## src/rtl/ras_pkg.sv

```systemverilog
package ras_pkg;
  typedef enum logic [1:0] {
    OP_IDLE = 2'b00,
    OP_PUSH = 2'b01,
    OP_POP  = 2'b10,
    OP_BOTH = 2'b11
  } ras_op_e;

  function automatic ras_op_e ras_decode(input logic push, input logic pop);
    return ras_op_e'({pop, push});
  endfunction
endpackage

```

## src/rtl/ras_ptr.sv

```systemverilog
module ras_ptr
  import ras_pkg::*;
#(
  parameter int DEPTH = 8,
  localparam int PW = $clog2(DEPTH)
) (
  input  logic          clk_i,
  input  logic          rst_ni,
  input  ras_op_e       op_i,
  output logic [PW-1:0] wr_idx_o,
  output logic [PW-1:0] rd_idx_o
);
  localparam logic [PW-1:0] LAST = PW'(DEPTH - 1);

  logic [PW-1:0] sp_q, sp_inc, sp_dec;

  // explicit wrap so non power-of-two depths still form a ring
  assign sp_inc = (sp_q == LAST) ? '0 : sp_q + 1'b1;
  assign sp_dec = (sp_q == '0) ? LAST : sp_q - 1'b1;

  always_ff @(posedge clk_i or negedge rst_ni) begin
    if (!rst_ni) sp_q <= '0;
    else begin
      unique case (op_i)
        OP_PUSH: sp_q <= sp_inc;
        OP_POP:  sp_q <= sp_dec;
        default: sp_q <= sp_q;
      endcase
    end
  end

  assign wr_idx_o = sp_q;
  assign rd_idx_o = sp_dec;
endmodule

```

## src/rtl/ras_store.sv

```systemverilog
module ras_store #(
  parameter int PC_W  = 13,
  parameter int DEPTH = 8,
  localparam int PW = $clog2(DEPTH)
) (
  input  logic            clk_i,
  input  logic            we_i,
  input  logic [PW-1:0]   wr_idx_i,
  input  logic [PC_W-1:0] wr_data_i,
  input  logic [PW-1:0]   rd_idx_i,
  output logic [PC_W-1:0] rd_data_o
);
  logic [PC_W-1:0] ent_q [DEPTH];

  // entries carry no reset: contents survive reset by design
  for (genvar g = 0; g < DEPTH; g++) begin : g_ent
    always_ff @(posedge clk_i) begin
      if (we_i && (wr_idx_i == PW'(g))) ent_q[g] <= wr_data_i;
    end
  end

  assign rd_data_o = ent_q[rd_idx_i];
endmodule

```

## src/rtl/ret_addr_stack.sv

```systemverilog
module ret_addr_stack
  import ras_pkg::*;
#(
  parameter int PC_W  = 13,
  parameter int DEPTH = 8
) (
  input  logic            clk_i,
  input  logic            rst_ni,
  input  logic            push_i,
  input  logic [PC_W-1:0] push_pc_i,
  input  logic            pop_i,
  output logic [PC_W-1:0] tos_o
);
  localparam int PW = $clog2(DEPTH);

  ras_op_e       op;
  logic [PW-1:0] wr_idx, rd_idx;

  assign op = ras_decode(push_i, pop_i);

  ras_ptr #(.DEPTH(DEPTH)) u_ptr (
    .clk_i    (clk_i),
    .rst_ni   (rst_ni),
    .op_i     (op),
    .wr_idx_o (wr_idx),
    .rd_idx_o (rd_idx)
  );

  ras_store #(.PC_W(PC_W), .DEPTH(DEPTH)) u_store (
    .clk_i     (clk_i),
    .we_i      (op == OP_PUSH),
    .wr_idx_i  (wr_idx),
    .wr_data_i (push_pc_i),
    .rd_idx_i  (rd_idx),
    .rd_data_o (tos_o)
  );
endmodule

```

## config.mk

```make
export PLATFORM = sky130hd
export DESIGN_NAME = ret_addr_stack
export DESIGN_NICKNAME = d
export VERILOG_FILES = /design/src/rtl/ras_pkg.sv /design/src/rtl/ras_ptr.sv /design/src/rtl/ras_store.sv /design/src/rtl/ret_addr_stack.sv
export SDC_FILE = /design/constraint.sdc
export NUM_CORES = 1
export LEC_CHECK = 0
export BUFFER_PORTS_ARGS = -buffer_cell sky130_fd_sc_hd__buf_2
export CORE_ASPECT_RATIO = 1.2
export CORE_UTILIZATION = 55
export DETAILED_ROUTE_END_ITERATION = 10
export HOLD_SLACK_MARGIN = 0.1
export PLACE_DENSITY = 0.74
export RECOVER_POWER = 50
export SYNTH_ARGS = -nofsm -noshare
export SYNTH_HDL_FRONTEND = slang
export SYNTH_SLANG_ARGS = --single-unit
```

## constraint.sdc

```tcl
create_clock -name clk_i -period 4.8 [get_ports clk_i]
set_input_delay 0.96 -clock clk_i [delete_from_list [all_inputs] [get_ports clk_i]]
set_output_delay 0.96 -clock clk_i [all_outputs]
set_load 0.02 [all_outputs]
```

Yosys cells after proc, flatten, opt, wreduce, memory -nomap -nowiden
Memory sizes are Yosys's and may differ from the RTL's.
Cells that the tools add are included.
{"block": "totals", "romBits": 0, "ramBits": 104, "mem_count": 1, "output_inout_bits": 13, "regBits": 3, "latchBits": 0}
{"name": "u_store.ent_q", "depth": 8, "word_bits": 13, "rd": 1, "rd_clocked_by_memory_dff": 0, "write_ports": 1, "line": "ras_store.sv:13", "source": "logic [PC_W-1:0] ent_q [DEPTH];"}
{"block": "classes", "bitwise_logic": 0, "shifts": 0, "div": 0, "n_mux": 40, "n_addsub": 2, "multipliers": 0, "n_reduce_logical": 17, "eq_ne": 9, "magnitude_cmp": 0}
{"op": "$mux 13", "count": 7}
{"op": "$reduce_or 13->1", "count": 7}
{"op": "$mux 3", "count": 9}
{"op": "$mux 1", "count": 23}
{"op": "$eq 3x3->1 const B", "count": 4}
{"op": "$logic_and 1x1->1", "count": 8}
{"op": "$eq 3x2->1 const B", "count": 2}
{"op": "$pmux 3 s2", "count": 1}
{"op": "$add 3x1->3 const B", "count": 1}
{"op": "$eq 3x1->1 const B", "count": 1}
{"op": "$logic_not 3->1", "count": 1}
{"op": "$sub 3x1->3 const B", "count": 1}
{"op": "$eq 2x1->1 const B", "count": 1}
{"op": "$eq 2x2->1 const B", "count": 1}
{"op": "$reduce_bool 2->1", "count": 1}

Longest topological paths before layout
{"block": "depth", "ltp_word": 12, "mapped_depth": 8, "depth_no_buf": 5}

Cells and area by module
Synthesis repeated with hierarchy kept, for this count alone.
{"block": "hier_totals", "hier_cells": 190, "area_unflattened_um2": 4301.6}
{"mod": "ras_store", "area_each_um2": 4055.1, "cells_each": 163, "n_inst": 1}
{"mod": "ras_ptr", "area_each_um2": 232.7, "cells_each": 26, "n_inst": 1}
{"mod": "ret_addr_stack", "area_each_um2": 13.8, "cells_each": 1, "n_inst": 1}

Worst setup path before layout
No wires, ideal clock.
{"block": "synth_timing", "kind": "register to output", "startpoint": "reg u_ptr.sp_q[0], in the netlist u_ptr.wr_idx_o[0]", "endpoint": "out tos_o[1]", "path_stages_with_launch": 9, "arrival_ns": 1.970, "path_slack_ns": 1.870, "path_cell_list": "dfrtp_1 -> buf_6 -> inv_2 -> ha_1 -> buf_2 -> buf_2 -> mux4_2 -> nor3_1 -> a221oi_1"}
{"block": "synth_between", "elab_chain_cells": 3}
{"element": "from (decl)", "line": "ras_ptr.sv:15", "source": "logic [PW-1:0] sp_q, sp_inc, sp_dec;"}
{"element": "from (signal assigned)", "line": "ras_ptr.sv:25", "source": "OP_PUSH: sp_q <= sp_inc;"}
{"element": "from (signal assigned)", "line": "ras_ptr.sv:26", "source": "OP_POP: sp_q <= sp_dec;"}
{"element": "from (signal assigned)", "line": "ras_ptr.sv:27", "source": "default: sp_q <= sp_q;"}
{"element": "$sub 3x1->3 or $logic_not 3->1 (tied branches)", "line": "ras_ptr.sv:19", "source": "assign sp_dec = (sp_q == '0) ? LAST : sp_q - 1'b1;"}
{"element": "$mux 3 *", "line": "ras_ptr.sv:19"}
{"element": "$mem_v2 8x13 *"}
{"element": "to (decl)", "line": "ret_addr_stack.sv:12", "source": "output logic [PC_W-1:0] tos_o"}
Mark *: on every way between the ends. The rest lies on a longest branch, timed or not.

Worst setup path in the final report
{"block": "layout_timing", "startpoint": "reg u_ptr.sp_q[0], in the netlist u_ptr.wr_idx_o[0]", "endpoint": "out tos_o[8]"}
Same word-level chain as after synthesis.

==> metrics.yaml <==
placed_design:
  pre_cts_slack_ns: 1.08
  gp_congestion: 0.756
  dp_hpwl_um: 4590
  io_buffer_count: 29
min_path:
  hold_path.class: "input port to async pin"
layout:
  nNetsFinal: 282
  n_antenna_cell: 0
  drive_gt1_share_pct: 25.3
  syn2layout_area_growth_pct: 7.44
power:
  p_seq_share_pct: 36.0
  peakVddDrop_uv: 541
  p_per_area_mw_per_mm2: 655
  p_int_mw: 1.91
  combPwrFrac_pct: 49.0
  switchingPower_mw: 1.23
  switching_share_pct: 39.1
  p_total_mw: 3.14
  power_frac_clock_pct: 14.9
  power_leakage_nw: 1.63
drt:
  top_layer: "met4"
  post_drt_wl_per_cell_um: 22.1
  drt_iter0_drc: 174
  drt-total-wl_um: 7790
  firstDrtPassIters: 7
  met2_wirelength_um: 4110
  wl_met3_um: 348
  wl_met1_um: 3230
  via_per_inst: 6.14
  drc: 6
  antenna_left: 0
  vias: 2168
sta:
  setup_ws_ns: 0.771
  finClkSkew_ns: 0.00858
  max_freq_mhz: 248
  setup_viol: 0
  finalSetupTns_ns: 0
  finalCriticalPeriod_ns: 4.03
  fin_crit_sh_pct: 83.9
  slew_headroom_pct: 31.6
  finalHoldViolations: 0
  worst_pin_slew_ns: 1.03
  rsz0062_at_grt: "no"
  drv_slew: 0
cts:
  cts_buffers: 9
  h-tree-depth: 3
  cts_tree: "yes"
  clk_path_buf_depth: 2
  cts_resized: 0
  cts_hold_buf: 0
  cts_root_buf: "clkbuf_8"
  worstSkewPairLatency_ns: 0.36
  cts_setup_buffers: 0
  cts_sinks: 107
  path_clk_slew_ns: 0.09
global_route:
  grt_pass1_vias: 2212
  antenna_found_initial: 0
  grt_max_degree: 36
  grt_overflow_total: 0
  grt_pass1_wl_um: 12400
  grt_util_all_layers_pct: 20.6
critical_path:
  critPathKind: "register to output pin"
  critPathCaptureType: "output pin"
  worstRegToRegCells: 6
  required_ns: 3.84
  startpoint_type: "register"
  cp.arrival_ns: 3.07
  cp_max_fo: 35
yosys:
  syn-mean-instance-area_um2: 19.9
  syn-cell-area_mm2: 0.00446
  async_flop_share_pct: 2.80
  ys_seq_area_share_pct: 71.8
  synthCells: 224
  syn_nets: 250
  synth_edf_count: 104
  synth-seq-cells: 107
  ys_warn_count: 0
  synth-main-ff-cell: "edfxtp_1"
  ys_types: 30
die:
  core_mm2: 0.00775
  rows: 35
  io_pins: 30
  die_area_mm2: 0.00847
  fp.dieW_um: 84.2
  start_util_pct: 57.5
  die_y_um: 101
status:
  violations: "design-rule violations"
  status: "finished with violations"
job:
  cap_violations: 0
[placed cells by master (no fill, tap or decap), types with 2 or more instances in the layout]
| cell type | instances |
|---|---|
| a221oi_1 | 3 |
| clkinvlp_4 | 2 |
| a21oi_1 | 3 |
| clkbuf_8 | 9 |
| ha_1 | 8 |
| a221oi_2 | 10 |
| clkbuf_1 | 18 |
| mux4_2 | 11 |
| mux2i_1 | 26 |
| edfxtp_1 | 104 |
| buf_4 | 4 |
| mux4_1 | 2 |
| buf_2 | 14 |
| and2_1 | 3 |
| nor3_1 | 4 |
| clkinv_2 | 3 |
| nor3_2 | 9 |
| dfrtp_1 | 3 |
| and3_1 | 6 |
| o21ai_0 | 2 |
| inv_1 | 5 |
[critical path, cell delays in order (launching register included)]
cell	delay, ns
dfrtp_1	0.34
buf_4	0.32
inv_2	0.13
ha_2	1.01
buf_4	0.31
mux2i_1	0.10
a221oi_2	0.27
buf_2	0.20
[synthesized netlist by cell type, types with 4 or more instances]
cell type,number,area [µm²]
ha_1,9,113
buf_4,6,45.0
and3_1,6,37.5
nor3_2,9,90.1
mux4_2,11,248
buf_2,4,20.0
inv_1,5,18.8
mux2i_1,26,260
a221oi_2,10,150
edfxtp_1,104,3120
nor3_1,4,20.0
[sequential cells by signal (all words and copies together) (netlist names)]
| signal | cells |
|---|---|
| u_ptr.wr_idx_o | 3 |
| u_store.ent_q | 104 |
[path summary, 6_finish.rpt]
kind / to / from / slack (ns)
min: u_ptr.wr_idx_o[2]$_DFFE_PN0P_ / rst_ni / 0.40
max reg2reg: u_store.ent_q[0][1]$_DFFE_PP_ / u_ptr.wr_idx_o[0]$_DFFE_PN0P_ / 1.72
min reg2reg: u_ptr.wr_idx_o[1]$_DFFE_PN0P_ / u_ptr.wr_idx_o[1]$_DFFE_PN0P_ / 0.58
max: tos_o[8] / u_ptr.wr_idx_o[0]$_DFFE_PN0P_ / 0.77
max in group asynchronous: u_ptr.wr_idx_o[1]$_DFFE_PN0P_ / rst_ni / 4.24
min in group clk_i: u_ptr.wr_idx_o[1]$_DFFE_PN0P_ / u_ptr.wr_idx_o[1]$_DFFE_PN0P_ / 0.58
[final cells by class]
cell class                      count  area, µm²
Fill cell                         556       2960
Timing Repair Buffer               34        160
Tap cell                           92        115
Clock buffer                       11        131
Multi-Input combinational cell     98       1130
Inverter                            6       22.5
Sequential cell                   107       3200
Clock inverter                      5       30.0
[logic make-up (layout without fill, tap and decap cells)]
kind of cell	Yosys count	in the layout	share of synthesized area (%)
compound gates	22	22	5.36
xor+xnor	2	2	0.562
flops	107	107	71.8
buf+inv	19	56	2.92
simple gates	26	26	4.30
mux	39	39	12.6
fa+ha+maj	9	9	2.53
[per-layer routing]
layer  track usage, %  up-vias
met5                0        -
met4             10.9        0
met3             2.78        6
met2             33.9       53
met1             27.1     1131
li1                 -      978
[power by group through the flow]
stage	Combinational (mW)	Sequential, mW	Clock, mW
final	1.54	1.13	0.468
after detailed placement	1.57	1.15	0
after global routing	1.67	1.14	0.509
after CTS	1.57	1.13	0.479
after global placement	1.54	1.15	0
after floorplan	1.24	1.14	0
[per-stage QoR]
stage	std cells	cell area [µm²]	hold WS, ns	utilization [%]
floorplan	224	4460	0.499	-
global placement	337	4650	0.547	60.0
detailed placement	337	4650	0.553	60.0
CTS	353	4810	0.364	62.1
global route	353	4790	0.390	61.8
finish	353	4790	0.399	61.8
(Power assumes the default switching activity.)
